$ cat config.mk
export PLATFORM = sky130hd
export DESIGN_NAME = pwm_dbuf
export DESIGN_NICKNAME = d
export VERILOG_FILES = /design/src/rtl/pwm_dbuf_pkg.sv /design/src/rtl/pwm_regs.sv /design/src/rtl/pwm_timebase.sv /design/src/rtl/pwm_duty_latch.sv /design/src/rtl/pwm_dbuf.sv
export SDC_FILE = /design/constraint.sdc
export NUM_CORES = 1
export LEC_CHECK = 0
export ABC_AREA = 1
export BUFFER_PORTS_ARGS = -buffer_cell sky130_fd_sc_hd__buf_4
export CAP_MARGIN = 30
export CORE_MARGIN = 1.5
export CORE_UTILIZATION = 40
export DETAILED_ROUTE_END_ITERATION = 10
export PLACE_DENSITY = 0.68
export RECOVER_POWER = 100
export SLEW_MARGIN = 20
export SYNTH_ARGS = -nofsm -noshare
export SYNTH_HDL_FRONTEND = slang
export SYNTH_SLANG_ARGS = --single-unit
$ cat constraint.sdc
create_clock -name clk -period 4.3 [get_ports clk]
set_input_delay 0.86 -clock clk [delete_from_list [all_inputs] [get_ports clk]]
set_output_delay 0.86 -clock clk [all_outputs]
set_load 0.02 [all_outputs]
$ cat src/rtl/pwm_dbuf_pkg.sv
package pwm_dbuf_pkg;

   typedef enum logic [1:0] {
      REG_PERIOD  = 2'd0,
      REG_DUTY_HI = 2'd1,
      REG_CTRL    = 2'd2
   } reg_addr_e;

   // Right shift applied to the sub-counter for one prescale select value.
   function automatic int unsigned pre_shift(input int unsigned sel,
                                             input int unsigned step,
                                             input int unsigned cap);
      int unsigned s;
      s = sel * step;
      return (s > cap) ? cap : s;
   endfunction

endpackage

$ cat src/rtl/pwm_regs.sv
module pwm_regs
   import pwm_dbuf_pkg::*;
#(
   parameter int PER_W  = 8,
   parameter int FRAC_W = 2,
   parameter int PSEL_W = 2
) (
   input  logic                    clk,
   input  logic                    rst_n,
   input  logic                    wr_en,
   input  logic [1:0]              wr_addr,
   input  logic [PER_W-1:0]        wr_data,
   output logic [PER_W-1:0]        period_o,
   output logic [PER_W+FRAC_W-1:0] duty_o,
   output logic [PSEL_W-1:0]       psel_o,
   output logic                    run_o
);
   localparam int CTL_W  = FRAC_W + PSEL_W + 1;
   localparam int EN_BIT = FRAC_W + PSEL_W;

   logic [PER_W-1:0]  period_q;
   logic [PER_W-1:0]  duty_hi_q;
   logic [FRAC_W-1:0] duty_lo_q;
   logic [PSEL_W-1:0] psel_q;
   logic              run_q;

   always_ff @(posedge clk or negedge rst_n) begin
      if (!rst_n) begin
         period_q  <= '0;
         duty_hi_q <= '0;
         duty_lo_q <= '0;
         psel_q    <= '0;
         run_q     <= 1'b0;
      end else if (wr_en) begin
         if (wr_addr == REG_PERIOD)  period_q  <= wr_data;
         if (wr_addr == REG_DUTY_HI) duty_hi_q <= wr_data;
         if (wr_addr == REG_CTRL) begin
            duty_lo_q <= wr_data[FRAC_W-1:0];
            psel_q    <= wr_data[FRAC_W +: PSEL_W];
            run_q     <= wr_data[EN_BIT];
         end
      end
   end

   generate
      if (CTL_W < PER_W) begin : g_spare
         logic unused_ctl_bits;
         assign unused_ctl_bits = ^wr_data[PER_W-1:CTL_W];
      end
   endgenerate

   assign period_o = period_q;
   assign duty_o   = {duty_hi_q, duty_lo_q};
   assign psel_o   = psel_q;
   assign run_o    = run_q;

endmodule

$ cat src/rtl/pwm_timebase.sv
module pwm_timebase
   import pwm_dbuf_pkg::*;
#(
   parameter int PER_W         = 8,
   parameter int FRAC_W        = 2,
   parameter int PSEL_W        = 2,
   parameter int PRE_STEP      = 2,
   parameter int PRE_SHIFT_MAX = 4
) (
   input  logic                    clk,
   input  logic                    rst_n,
   input  logic                    run,
   input  logic [PER_W-1:0]        period,
   input  logic [PSEL_W-1:0]       psel,
   output logic                    roll_o,
   output logic [PER_W+FRAC_W-1:0] tb_nx_o
);
   localparam int SUB_W  = FRAC_W + PRE_SHIFT_MAX;
   localparam int N_SEL  = 1 << PSEL_W;
   localparam int SH_W   = $clog2(PRE_SHIFT_MAX + 1);

   logic [SH_W-1:0]  shift_tab [N_SEL];
   logic [SUB_W-1:0] mask_tab  [N_SEL];

   // One shift and one wrap mask per select value.
   generate
      for (genvar s = 0; s < N_SEL; s++) begin : g_sel
         localparam int SH = int'(pre_shift(s, PRE_STEP, PRE_SHIFT_MAX));
         assign shift_tab[s] = SH_W'(SH);
         assign mask_tab[s]  = {SUB_W{1'b1}} >> (PRE_SHIFT_MAX - SH);
      end
   endgenerate

   logic [SUB_W-1:0] sub_q, sub_nx, sub_sh;
   logic [PER_W-1:0] tmr_q, tmr_nx;
   logic [SH_W-1:0]  shift_sel;
   logic [SUB_W-1:0] mask_sel;
   logic             sub_wrap, roll;

   assign shift_sel = shift_tab[psel];
   assign mask_sel  = mask_tab[psel];
   assign sub_wrap  = (sub_q & mask_sel) == mask_sel;
   assign roll      = run && sub_wrap && (tmr_q == period);

   always_comb begin
      if (!run) begin
         sub_nx = '0;
         tmr_nx = '0;
      end else begin
         sub_nx = sub_wrap ? '0 : sub_q + SUB_W'(1);
         if (roll)
            tmr_nx = '0;
         else if (sub_wrap)
            tmr_nx = tmr_q + PER_W'(1);
         else
            tmr_nx = tmr_q;
      end
   end

   always_ff @(posedge clk or negedge rst_n) begin
      if (!rst_n) begin
         sub_q <= '0;
         tmr_q <= '0;
      end else begin
         sub_q <= sub_nx;
         tmr_q <= tmr_nx;
      end
   end

   assign sub_sh  = sub_nx >> shift_sel;
   assign roll_o  = roll;
   assign tb_nx_o = {tmr_nx, sub_sh[FRAC_W-1:0]};

   // the timer moves only when the sub-count wraps
   a_r2_timer_hold: assert property (@(posedge clk) disable iff (!rst_n)
      (run && !sub_wrap) |=> $stable(tmr_q));

   // a disabled block restarts its time base from zero
   a_r7_base_cleared: assert property (@(posedge clk) disable iff (!rst_n)
      !run |=> (sub_q == '0 && tmr_q == '0));

endmodule

$ cat src/rtl/pwm_duty_latch.sv
module pwm_duty_latch #(
   parameter int DUTY_W = 10
) (
   input  logic              clk,
   input  logic              rst_n,
   input  logic              run,
   input  logic              roll,
   input  logic [DUTY_W-1:0] tb_nx,
   input  logic [DUTY_W-1:0] master,
   output logic [DUTY_W-1:0] slave_o,
   output logic              pwm_o
);
   logic [DUTY_W-1:0] slave_q;
   logic              pwm_q;

   always_ff @(posedge clk or negedge rst_n) begin
      if (!rst_n) begin
         slave_q <= '0;
         pwm_q   <= 1'b0;
      end else if (!run) begin
         pwm_q <= 1'b0;
      end else if (roll) begin
         slave_q <= master;
         pwm_q   <= |master;
      end else if (tb_nx == slave_q) begin
         pwm_q <= 1'b0;
      end
   end

   assign slave_o = slave_q;
   assign pwm_o   = pwm_q;

   // the slave copy changes only at a rollover
   a_r6_slave_hold: assert property (@(posedge clk) disable iff (!rst_n)
      !roll |=> $stable(slave_q));

   // a rising output needs a rollover with a nonzero duty
   a_r4_rise_source: assert property (@(posedge clk) disable iff (!rst_n)
      $rose(pwm_q) |-> ($past(roll) && ($past(master) != '0)));

   // the output falls once the time base reaches the slave duty
   a_r3_clear_on_match: assert property (@(posedge clk) disable iff (!rst_n)
      (run && !roll && (tb_nx == slave_q)) |=> !pwm_q);

endmodule

$ cat src/rtl/pwm_dbuf.sv
module pwm_dbuf #(
   parameter int PER_W         = 8,
   parameter int FRAC_W        = 2,
   parameter int PSEL_W        = 2,
   parameter int PRE_STEP      = 2,
   parameter int PRE_SHIFT_MAX = 4
) (
   input  logic                    clk,
   input  logic                    rst_n,
   input  logic                    wr_en,
   input  logic [1:0]              wr_addr,
   input  logic [PER_W-1:0]        wr_data,
   output logic [PER_W+FRAC_W-1:0] duty_live,
   output logic                    pwm_o
);
   localparam int DUTY_W = PER_W + FRAC_W;

   generate
      if (PER_W < FRAC_W + PSEL_W + 1) begin : g_bad_width
         $error("pwm_dbuf: PER_W too narrow for the control byte");
      end
      if (FRAC_W < 1 || PSEL_W < 1) begin : g_bad_field
         $error("pwm_dbuf: FRAC_W and PSEL_W must be at least 1");
      end
      if (PRE_STEP < 1 || PRE_SHIFT_MAX < PRE_STEP) begin : g_bad_pre
         $error("pwm_dbuf: prescale step and cap are inconsistent");
      end
   endgenerate

   logic [PER_W-1:0]  period;
   logic [DUTY_W-1:0] duty_master;
   logic [PSEL_W-1:0] psel;
   logic              run;
   logic              roll;
   logic [DUTY_W-1:0] tb_nx;

   pwm_regs #(.PER_W(PER_W), .FRAC_W(FRAC_W), .PSEL_W(PSEL_W)) u_regs (
      .clk      (clk),
      .rst_n    (rst_n),
      .wr_en    (wr_en),
      .wr_addr  (wr_addr),
      .wr_data  (wr_data),
      .period_o (period),
      .duty_o   (duty_master),
      .psel_o   (psel),
      .run_o    (run)
   );

   pwm_timebase #(
      .PER_W(PER_W), .FRAC_W(FRAC_W), .PSEL_W(PSEL_W),
      .PRE_STEP(PRE_STEP), .PRE_SHIFT_MAX(PRE_SHIFT_MAX)
   ) u_base (
      .clk     (clk),
      .rst_n   (rst_n),
      .run     (run),
      .period  (period),
      .psel    (psel),
      .roll_o  (roll),
      .tb_nx_o (tb_nx)
   );

   pwm_duty_latch #(.DUTY_W(DUTY_W)) u_latch (
      .clk     (clk),
      .rst_n   (rst_n),
      .run     (run),
      .roll    (roll),
      .tb_nx   (tb_nx),
      .master  (duty_master),
      .slave_o (duty_live),
      .pwm_o   (pwm_o)
   );

   // output low one clock after the enable is seen low
   a_r7_idle_low: assert property (@(posedge clk) disable iff (!rst_n)
      !run |=> !pwm_o);

endmodule

==> results.py <==
metrics = {
    "setup_path": {
        "path_buf_inv": 1,
        "critical_path_class": "flop to flop",
        "crit_path_end_kind": "flop",
        "timing.critical_path.arrival_ns": 3.08,
        "cp_top_family": "simple AND/OR/NAND/NOR gates",
        "crit_path_top_delay_cell": "dfrtp_1",
        "crit_top_cell": "nand2_1",
        "worstPathCellList": "inv_1 > a21oi_1 > nand3_1 > nor2_2 > nand2_1 > nand3_1 > nand2_1 > nand2_1 > nand3_1 > nor2_1 > nand2_1 > nand2_1 > nand2_1",
        "worstSetupStartpointType": "flop",
        "path_max_fanout": 36,
        "slowest_delay_ns": 0.75,
        "cp.required_ns": 4.49,
    },
    "drt": {
        "num_vias": 2174,
        "drtIter0Drc": 115,
        "ant_nets": 0,
        "drc": 0,
        "vias_per_cell": 4.907,
        "wire_per_inst_microns": 12.50,
        "drt-pass1-iter-count": 4,
        "totalWireLength_mm": 5.537,
    },
    "finish": {
        "fill_cells": 625,
        "fin_cells": 443,
        "regArea_sq_um": 1151,
        "final_common_cell": "nand2_1",
        "nNetsFinal": 382,
        "multi_input_area_sq_um": 1089,
        "final_cell_mix": "nand2_1 (102), inv_1 (51), dfrtp_1 (46), nor2_1 (34), nand3_1 (26)",
        "syn_to_final_growth_pct": 10.93,
        "num_antenna_cells": 0,
        "drive_gt1_frac": 0.07065,
    },
    "run_status": {
        "violations": "capacitance limit, slew limit",
        "outcome": "complete, but fails checks",
    },
    "timing": {
        "rsz0062_at_grt": "false",
        "skew_ns": 0.005953,
        "fin_setup_tns_ns": 0,
        "maxSlewViolCount": 47,
        "setup_viol": 0,
        "hold-worst-slack_ns": 0.5221,
        "period_minus_slack_ns": 2.891,
        "hold_violations": 0,
        "min_period_over_period": 0.6724,
        "slew_headroom": -0.6065,
        "worst_slew_pin_slew_ns": 2.410,
        "max_freq_ghz": 0.3459,
    },
    "power_and_ir_drop": {
        "p_leak_uw": 0.001515,
        "p_per_area_nw_per_um2": 374.9,
        "peakVddDrop_mv": 0.2747,
    },
    "grt": {
        "grt_pass1_wl_mm": 9.232,
        "grt_max_degree": 47,
        "grt-ovfl-total": 0,
        "track_usage": 0.1799,
        "antenna_found_initial": 0,
        "first_global_vias": 2008,
    },
    "clock_tree": {
        "cts_root_buffer": "clkbuf_8",
        "cts_resized": 0,
        "cts_tree": "yes",
        "numClockSinks": 46,
        "clk_path_buf_depth": 2,
        "cts_buffers": 5,
        "clock_latency_ns": 0.30,
        "cts_htree_levels": 2,
        "post_cts_buffers": 0,
        "clkTransAtPathRegs_ns": 0.09,
        "hold_buffers": 0,
    },
    "logic_synthesis": {
        "ys_warn_count": 0,
        "synth-seq-cells": 46,
        "syn_area_sq_um": 2530,
        "ys_types": 28,
        "ys_seq_area_frac": 0.4550,
        "syn_inst": 347,
        "syn_nets": 362,
        "postSynthAreaPerCell_sq_um": 7.291,
    },
    "die": {
        "core_area_sq_um": 6026,
        "initial_utilization": 0.4199,
        "die_y_microns": 82.53,
        "die_area_sq_um": 6811,
        "die_w_microns": 82.53,
        "ios": 24,
        "row_count": 28,
    },
    "placed_design": {
        "portBuffers": 23,
        "hpwl_mm": 4.235,
        "gp_congestion": 0.8428,
        "dp.cells": 435,
    },
    "hold_path": {
        "min_path_type": "flop to flop",
    },
    "run": {
        "cap_violations": 1,
    },
}
==> synthesized netlist by cell type <==
cell / count / area [sq um]
o21bai_1: 2 / 15.01
inv_1: 50 / 187.7
buf_1: 1 / 3.750
buf_6: 3 / 33.78
o21ai_1: 3 / 15.01
nand2_2: 2 / 12.51
dfrtp_1: 46 / 1151
nand4_1: 15 / 93.84
ha_1: 2 / 25.02
xor2_1: 4 / 35.03
nor2_4: 1 / 11.26
buf_2: 2 / 10.01
a31o_2: 1 / 8.760
nor2_2: 3 / 18.77
nor3_1: 1 / 5.000
clkbuf_1: 4 / 15.01
inv_2: 5 / 18.77
nor2_1: 32 / 120.1
nand2_1: 101 / 379.1
a21oi_1: 11 / 55.05
clkinv_1: 1 / 3.750
and3_1: 1 / 6.260
nand3_1: 25 / 125.1
nor4_1: 2 / 12.51
nand2_4: 1 / 11.26
nand3_2: 1 / 10.01
xnor2_1: 3 / 26.28
o21ai_0: 24 / 120.1
==> cells by family after synthesis <==
kind of cell,Yosys count,synth area share
AOI/OAI and AO/OA,41,0.08457
buffers and inverters,66,0.1078
DFF,46,0.4550
adders and majority gates,2,0.009890
xor gates and xnor gates,7,0.02423
and+or+nand+nor,185,0.3185
==> layer usage <==
metal | vias up | GRT usage | share of wire
li1 | 1130 | - | -
met2 | 46 | 0.2951 | 0.47
met1 | 991 | 0.2517 | 0.47
met4 | 0 | 0.04167 | 0.0087
met3 | 7 | 0.02527 | 0.050
met5 | - | 0 | 0
==> worst paths after layout <==
| kind | startpoint | endpoint | slack [ns] | cells past startpoint |
|---|---|---|---|---|
| setup / recovery | u_regs.run_o$_DFFE_PN0P_ | u_latch.pwm_o$_DFFE_PN0P_ | 1.41 | 13 |
| hold / removal | u_regs.duty_hi_q[5]$_DFFE_PN0P_ | u_regs.duty_hi_q[5]$_DFFE_PN0P_ | 0.52 | 2 |
| setup reg to reg | u_regs.run_o$_DFFE_PN0P_ | u_latch.pwm_o$_DFFE_PN0P_ | 1.41 | 13 |
| hold reg to reg | u_regs.duty_hi_q[5]$_DFFE_PN0P_ | u_regs.duty_hi_q[5]$_DFFE_PN0P_ | 0.52 | 2 |
| max in group asynchronous | rst_n | u_base.tmr_q[4]$_DFF_PN0_ | 1.64 | 1 |
| min in group asynchronous | rst_n | u_regs.psel_o[0]$_DFFE_PN0P_ | 1.29 | 1 |
==> through the flow <==
step / setup WS (ns) / instance area, sq um / utilization / total power, uW
floorplan: 2.598 / 2530 / - / 617.0
global placement: 2.155 / 2734 / 0.4537 / 670.5
detailed placement: 2.029 / 2734 / 0.4537 / 674.2
CTS: 2.024 / 2877 / 0.4774 / 1063
global route: 1.110 / 2806 / 0.4657 / 1106
finish: 1.409 / 2806 / 0.4657 / 1052
==> worst min-delay path: cells and delay by family, from the launching register on <==
kind,cells,cell delay (ns)
flip-flops,1,0.38
AND/OR/NAND/NOR,1,0.06
AO/OA/AOI/OAI,1,0.06
==> registers in the layout, summed over array words and instances (netlist names) <==
register,count
u_latch.slave_o,10
u_base.tmr_q,8
u_regs.duty_hi_q,8
u_regs.period_o,8
u_base.sub_q,6
u_regs.duty_lo_q,2
u_regs.psel_o,2
u_latch.pwm_o,1
u_regs.run_o,1
==> cell type report <==
type,instances,share of cell area
clock buffers,6,0.02942
clock inverters,2,0.02140
well taps,75,0.03344
repair buffers,23,0.04280
flip-flops and latches,46,0.4102
multi-input cells,235,0.3879
inverters,56,0.07490
==> report_power, final <==
part,switching (uW),internal (uW)
combinational,87.8,54.1
clock,145,248
sequential,48.3,470
No activity file was read; power rests on OpenSTA's default activity.
